## src/rtl/bcdx3_pkg.sv

```systemverilog
package bcdx3_pkg;

    // Literal vector feeding every AND plane: {x, q1, q2, q3}
    localparam int unsigned LIT_W   = 4;
    localparam int unsigned LIT_X   = 3;
    localparam int unsigned LIT_Q1  = 2;
    localparam int unsigned LIT_Q2  = 1;
    localparam int unsigned LIT_Q3  = 0;

    localparam int unsigned DIGIT_BITS = 4;

    typedef struct packed {
        logic q1;
        logic q2;
        logic q3;
    } cvt_state_t;

    localparam cvt_state_t ST_START = '{q1: 1'b0, q2: 1'b0, q3: 1'b0};

    // Q1 next = Q2'
    localparam int unsigned Q1_TERMS = 1;
    localparam logic [Q1_TERMS-1:0][LIT_W-1:0] Q1_TRUE = {4'b0000};
    localparam logic [Q1_TERMS-1:0][LIT_W-1:0] Q1_COMP = {4'b0010};

    // Q2 next = Q1
    localparam int unsigned Q2_TERMS = 1;
    localparam logic [Q2_TERMS-1:0][LIT_W-1:0] Q2_TRUE = {4'b0100};
    localparam logic [Q2_TERMS-1:0][LIT_W-1:0] Q2_COMP = {4'b0000};

    // Q3 next = Q1.Q2.Q3 + X'.Q1.Q3' + X.Q1'.Q2'
    localparam int unsigned Q3_TERMS = 3;
    localparam logic [Q3_TERMS-1:0][LIT_W-1:0] Q3_TRUE = {4'b1000, 4'b0100, 4'b0111};
    localparam logic [Q3_TERMS-1:0][LIT_W-1:0] Q3_COMP = {4'b0110, 4'b1001, 4'b0000};

    // Z = X.Q3 + X'.Q3'
    localparam int unsigned Z_TERMS = 2;
    localparam logic [Z_TERMS-1:0][LIT_W-1:0] Z_TRUE = {4'b0000, 4'b1001};
    localparam logic [Z_TERMS-1:0][LIT_W-1:0] Z_COMP = {4'b1001, 4'b0000};

endpackage

```

## src/rtl/sop_plane.sv

```systemverilog
// One OR gate fed by N_TERMS AND gates. Each AND gate takes a literal in
// true form where its TRUE mask bit is set, in complement form where its
// COMP mask bit is set, and ignores the input otherwise.
module sop_plane #(
    parameter int unsigned N_IN    = 4,
    parameter int unsigned N_TERMS = 1,
    parameter logic [N_TERMS-1:0][N_IN-1:0] LIT_TRUE = '0,
    parameter logic [N_TERMS-1:0][N_IN-1:0] LIT_COMP = '0
) (
    input  logic [N_IN-1:0] lits,
    output logic            sum
);

    logic [N_TERMS-1:0] prod;

    for (genvar t = 0; t < N_TERMS; t++) begin : g_term
        assign prod[t] = &((lits | ~LIT_TRUE[t]) & (~lits | ~LIT_COMP[t]));
    end

    assign sum = |prod;

endmodule

```

## src/rtl/bcd_xs3_serial.sv

```systemverilog
module bcd_xs3_serial
    import bcdx3_pkg::*;
(
    input  logic clk,
    input  logic rst,
    input  logic bit_valid,
    input  logic x_in,
    output logic z_out
);

    cvt_state_t state_q, state_d;
    logic [LIT_W-1:0] lits;
    logic nq1, nq2, nq3;

    always_comb begin
        lits         = '0;
        lits[LIT_X]  = x_in;
        lits[LIT_Q1] = state_q.q1;
        lits[LIT_Q2] = state_q.q2;
        lits[LIT_Q3] = state_q.q3;
    end

    sop_plane #(.N_IN(LIT_W), .N_TERMS(Q1_TERMS), .LIT_TRUE(Q1_TRUE), .LIT_COMP(Q1_COMP))
        u_plane_q1 (.lits(lits), .sum(nq1));

    sop_plane #(.N_IN(LIT_W), .N_TERMS(Q2_TERMS), .LIT_TRUE(Q2_TRUE), .LIT_COMP(Q2_COMP))
        u_plane_q2 (.lits(lits), .sum(nq2));

    sop_plane #(.N_IN(LIT_W), .N_TERMS(Q3_TERMS), .LIT_TRUE(Q3_TRUE), .LIT_COMP(Q3_COMP))
        u_plane_q3 (.lits(lits), .sum(nq3));

    sop_plane #(.N_IN(LIT_W), .N_TERMS(Z_TERMS), .LIT_TRUE(Z_TRUE), .LIT_COMP(Z_COMP))
        u_plane_z (.lits(lits), .sum(z_out));

    always_comb begin
        state_d = state_q;
        if (bit_valid) begin
            state_d.q1 = nq1;
            state_d.q2 = nq2;
            state_d.q3 = nq3;
        end
    end

    always_ff @(posedge clk) begin
        if (rst) state_q <= ST_START;
        else     state_q <= state_d;
    end

    // the cycle after reset is released, the machine sits in the start state
    assert_reset_start_R1: assert property (@(posedge clk) disable iff (rst)
        $fell(rst) |-> (state_q == ST_START));

    // a stalled cycle leaves every state bit untouched
    assert_stall_hold_R4: assert property (@(posedge clk) disable iff (rst)
        !bit_valid |=> $stable(state_q));

    // an accepted bit in the last position returns the machine to start
    assert_digit_wrap_R3: assert property (@(posedge clk) disable iff (rst)
        (bit_valid && !state_q.q1 && state_q.q2) |=> (state_q == ST_START));

    // at the first bit position no carry is pending
    assert_start_no_carry_R3: assert property (@(posedge clk) disable iff (rst)
        (!state_q.q1 && !state_q.q2) |-> !state_q.q3);

    // at bit 0 the output plane inverts the input in the same cycle
    assert_bit0_mealy_R5: assert property (@(posedge clk) disable iff (rst)
        (!state_q.q1 && !state_q.q2) |-> (z_out == !x_in));

endmodule

```

## config.mk

```make
export PLATFORM = sky130hd
export DESIGN_NAME = bcd_xs3_serial
export DESIGN_NICKNAME = d
export VERILOG_FILES = /design/src/rtl/bcdx3_pkg.sv /design/src/rtl/sop_plane.sv /design/src/rtl/bcd_xs3_serial.sv
export SDC_FILE = /design/constraint.sdc
export NUM_CORES = 1
export LEC_CHECK = 0
export BUFFER_PORTS_ARGS = -buffer_cell sky130_fd_sc_hd__buf_2
export CORE_AREA = 5 5 42 44
export CTS_CLUSTER_SIZE = 8
export DETAILED_ROUTE_END_ITERATION = 10
export DIE_AREA = 0 0 47 49
export PLACE_DENSITY_LB_ADDON = 0.08
export SLEW_MARGIN = 20
export SYNTH_ARGS = -nofsm -noshare
export SYNTH_HDL_FRONTEND = slang
export SYNTH_SLANG_ARGS = --single-unit
```

## constraint.sdc

```tcl
create_clock -name clk -period 1 [get_ports clk]
set_clock_uncertainty 0.05 [all_clocks]
set_input_delay 0.05 -clock clk [delete_from_list [all_inputs] [get_ports clk]]
set_output_delay 0.05 -clock clk [all_outputs]
set_load 0.01 [all_outputs]
```

==> impl_metrics.csv <==
group,metric,value,unit
floorplanning,die_area,0.00230,mm²
yosys,synth-async-reset-ratio,0,%
global_route,grt-ovfl-total,0,
setup_path,critPathKind,"flop to output port",
power_and_ir_drop,power_frac_clock,50.4,%
yosys,synth-edff-count,0,
cts,cts_root_buffer,"clkbuf_4",
route,wl_met2,153,µm
outcome,failed_checks,"setup timing",
power_and_ir_drop,powerDensity,1550,mW/mm²
yosys,netlist_area,141,µm²
setup_path,crit_chain,"inv_2 > ha_4 > inv_2 > buf_6",
yosys,ys_top_cells_by_area,"dfxtp_1 42%, ha_1 8.8%, nand2b_1 8.8%",
route,first_pass_iters,4,
cells_and_area,fillers,167,
power_and_ir_drop,p_sw,0.000102,W
cells_and_area,diodes,0,
power_and_ir_drop,p_sw_share,23.9,%
setup_path,required,0.90,ns
power_and_ir_drop,sequentialPowerShare,31.1,%
yosys,yosysTopAreaCellShare,42.5,%
cts,h-tree-depth,1,
global_route,grt_pass1_wl,614,µm
hold_path,hold_start,"bit_valid",
setup_path,crit_slowest_cell,"dfxtp_2",
route,drtIter0Drc,3,
setup_path,end_kind,"output port",
power_and_ir_drop,power,0.000428,W
setup_path,path_max_fanout,2,
yosys,synth_ff_type,"dfxtp_1",
route,wl_met1,175,µm
power_and_ir_drop,leakagePower,0.120,nW
route,dr_total_vias,165,
cts,cts_inserted_buffers,3,
global_route,grt_usage,4.14,%
yosys,synth_commonest_cells,"3 x dfxtp_1, 3 x inv_1, 2 x nand2b_1, 2 x nand3_1",
hold_path,hold_path.class,"primary input to flop",
cts,clockBufferDepth,2,
setup_path,worstSetupStartpointType,"flop",
global_route,antenna_found_initial,0,
route,final_antenna_net_count,0,
route,wl_per_cell,8.38,µm
placed_design,hpwl,266,µm
floorplanning,die_y,49,µm
global_route,grt_pass1_vias,162,
yosys,synth_seq_cells,3,
route,drt_drc_violations_left,0,
power_and_ir_drop,p_comb_share,18.5,%
cells_and_area,fin_cells,45,
hold_path,whs_path_depth,3,
job,maxCapViolations,0,
timing,worst_pin_slew,0.123,ns
yosys,synthDistinctLibCells,10,
yosys,syn_area_per_cell,8.84,µm²
route,drt-vias-per-instance,3.67,
power_and_ir_drop,ir_drop,0.000530,V
setup_path,reg2regPathDepth,5,
route,top_layer,"met3",
cts,clock-sinks,3,
setup_path,max_stage_delay,0.32,ns
timing,worst_slack,-0.0877,ns
cells_and_area,synthToLayoutAreaGrowth,94.7,%
timing,slew_headroom,91.6,%
timing,fin_crit_sh,109,%
yosys,ys_seq_area_share,42.5,%
cells_and_area,final_util,19.6,%
floorplanning,ios,5,
cells_and_area,drive_above_1_share,55.2,%
yosys,synth_warnings,0,
cts,cts_tree,"built",
timing,slew_viol_final,0,
route,wl_met3,48,µm
power_and_ir_drop,p_int,0.000326,W
timing,period_minus_slack,1.09,ns
cells_and_area,nNetsFinal,35,
floorplanning,num_rows,14,
outcome,status,"finished with violations",
placed_design,portBuffers,4,
yosys,syn_inst,16,
placed_design,dp.cells,38,
setup_path,r2r-end,"lits[0]$_SDFFE_PP0P_",
setup_path,cp_data_arrival_time,0.99,ns
global_route,grt_start_max_net_pins,6,
timing,hold_viol_final,0,
floorplanning,die_w,47,µm
cts,clk_pin_slew,0.04,ns
floorplanning,start_util,10.1,%
yosys,synth_nets,21,
hold_path,min_to,"lits[2]$_SDFFE_PP0P_",
route,routed_wl,377,µm
placed_design,place_congestion,0.640,
cts,clkLatencyLatePin,0.23,ns
setup_path,path_common_cell,"inv_2",
setup_path,r2r_slack,-0.03,ns
timing,rsz0062_at_grt,"yes",
floorplanning,fp.coreArea,0.00140,mm²
setup_path,reg2reg_from,"lits[0]$_SDFFE_PP0P_",
timing,setup_viol,2,
yosys,synth_top_cell_by_area,"dfxtp_1",
cells_and_area,largest_reg_flops,3,
timing,fmax,0.919,GHz
timing,tns,-0.114,ns
[placed cells by master (no fill, tap or decap)]
master	instances
buf_4	4
clkbuf_4	3
buf_2	3
inv_2	2
nand3_1	2
dfxtp_1	2
inv_1	1
mux2i_1	1
nor2_1	1
nand2b_4	1
nand2b_1	1
a21oi_1	1
o32a_1	1
a31oi_1	1
ha_4	1
clkbuf_1	1
dlygate4sd3_1	1
dfxtp_2	1
buf_6	1
[how the worst max path moves through the flow]
stage	from	to	slack, ns
2_1_floorplan	lits[1]$_SDFFE_PP0P_	lits[0]$_SDFFE_PP0P_	0.03
3_3_place_gp	lits[1]$_SDFFE_PP0P_	lits[0]$_SDFFE_PP0P_	-0.04
3_5_place_dp	lits[1]$_SDFFE_PP0P_	lits[0]$_SDFFE_PP0P_	-0.03
4_1_cts	lits[0]$_SDFFE_PP0P_	z_out	-0.10
5_1_grt	lits[0]$_SDFFE_PP0P_	z_out	-0.14
6_report	lits[0]$_SDFFE_PP0P_	z_out	-0.09
[layout make-up]
cell class | count | area, µm² | area share [%]
clock buffers | 4 | 26.3 | 9.55
well taps | 16 | 20.0 | 7.27
multi-input cells | 10 | 90.1 | 32.7
inverters | 3 | 11.3 | 4.09
flip-flops and latches | 3 | 61.3 | 22.3
repair buffers | 9 | 66.3 | 24.1
[metal layers]
metal	vias up	global-route usage [%]
li1	81	-
met2	7	4.30
met4	0	2.76
met5	-	0
met1	77	4.36
met3	0	5.17
[critical path, delay by kind of cell (launching register included)]
kind                     cells  cell delay [ns]
adder cells (fa/ha/maj)      1             0.25
flip-flops                   1             0.32
buffers and inverters        3             0.18
[logic make-up after synthesis]
family | Yosys count | share of synthesized area, %
buffers and inverters | 3 | 7.96
muxes | 1 | 7.08
and+or+nand+nor | 5 | 18.6
adders and majority gates | 1 | 8.85
AOI/OAI and AO/OA | 3 | 15.0
DFF | 3 | 42.5
[stage by stage]
step | setup WS [ns] | cell area (µm²) | hold WS [ns]
finish | -0.0877 | 275 | 0.0879
global route | -0.138 | 275 | 0.0797
floorplan | 0.0289 | 141 | 0.0691
CTS | -0.102 | 268 | 0.0834
detailed placement | -0.0296 | 196 | 0.202
global placement | -0.0420 | 196 | 0.214
[what timing repair did]
action                                  CTS  global route
pin swaps                                 2             0
gates resized for setup                   6             0
endpoints found under the hold margin     3             0
buffers inserted                          1             1
hold buffers                              1             0
endpoints found under the setup margin    2             2
cloned                                    0             0
[power by group through the flow]
stage               Clock (W)  Sequential, W  Combinational (W)
finish               0.000216       0.000133          0.0000793
global route         0.000251       0.000133          0.0000879
CTS                  0.000227       0.000133          0.0000770
detailed placement          0       0.000134          0.0000520
global placement            0       0.000134          0.0000545
floorplan                   0       0.000135          0.0000244
Power figures use the tool's default switching activity.
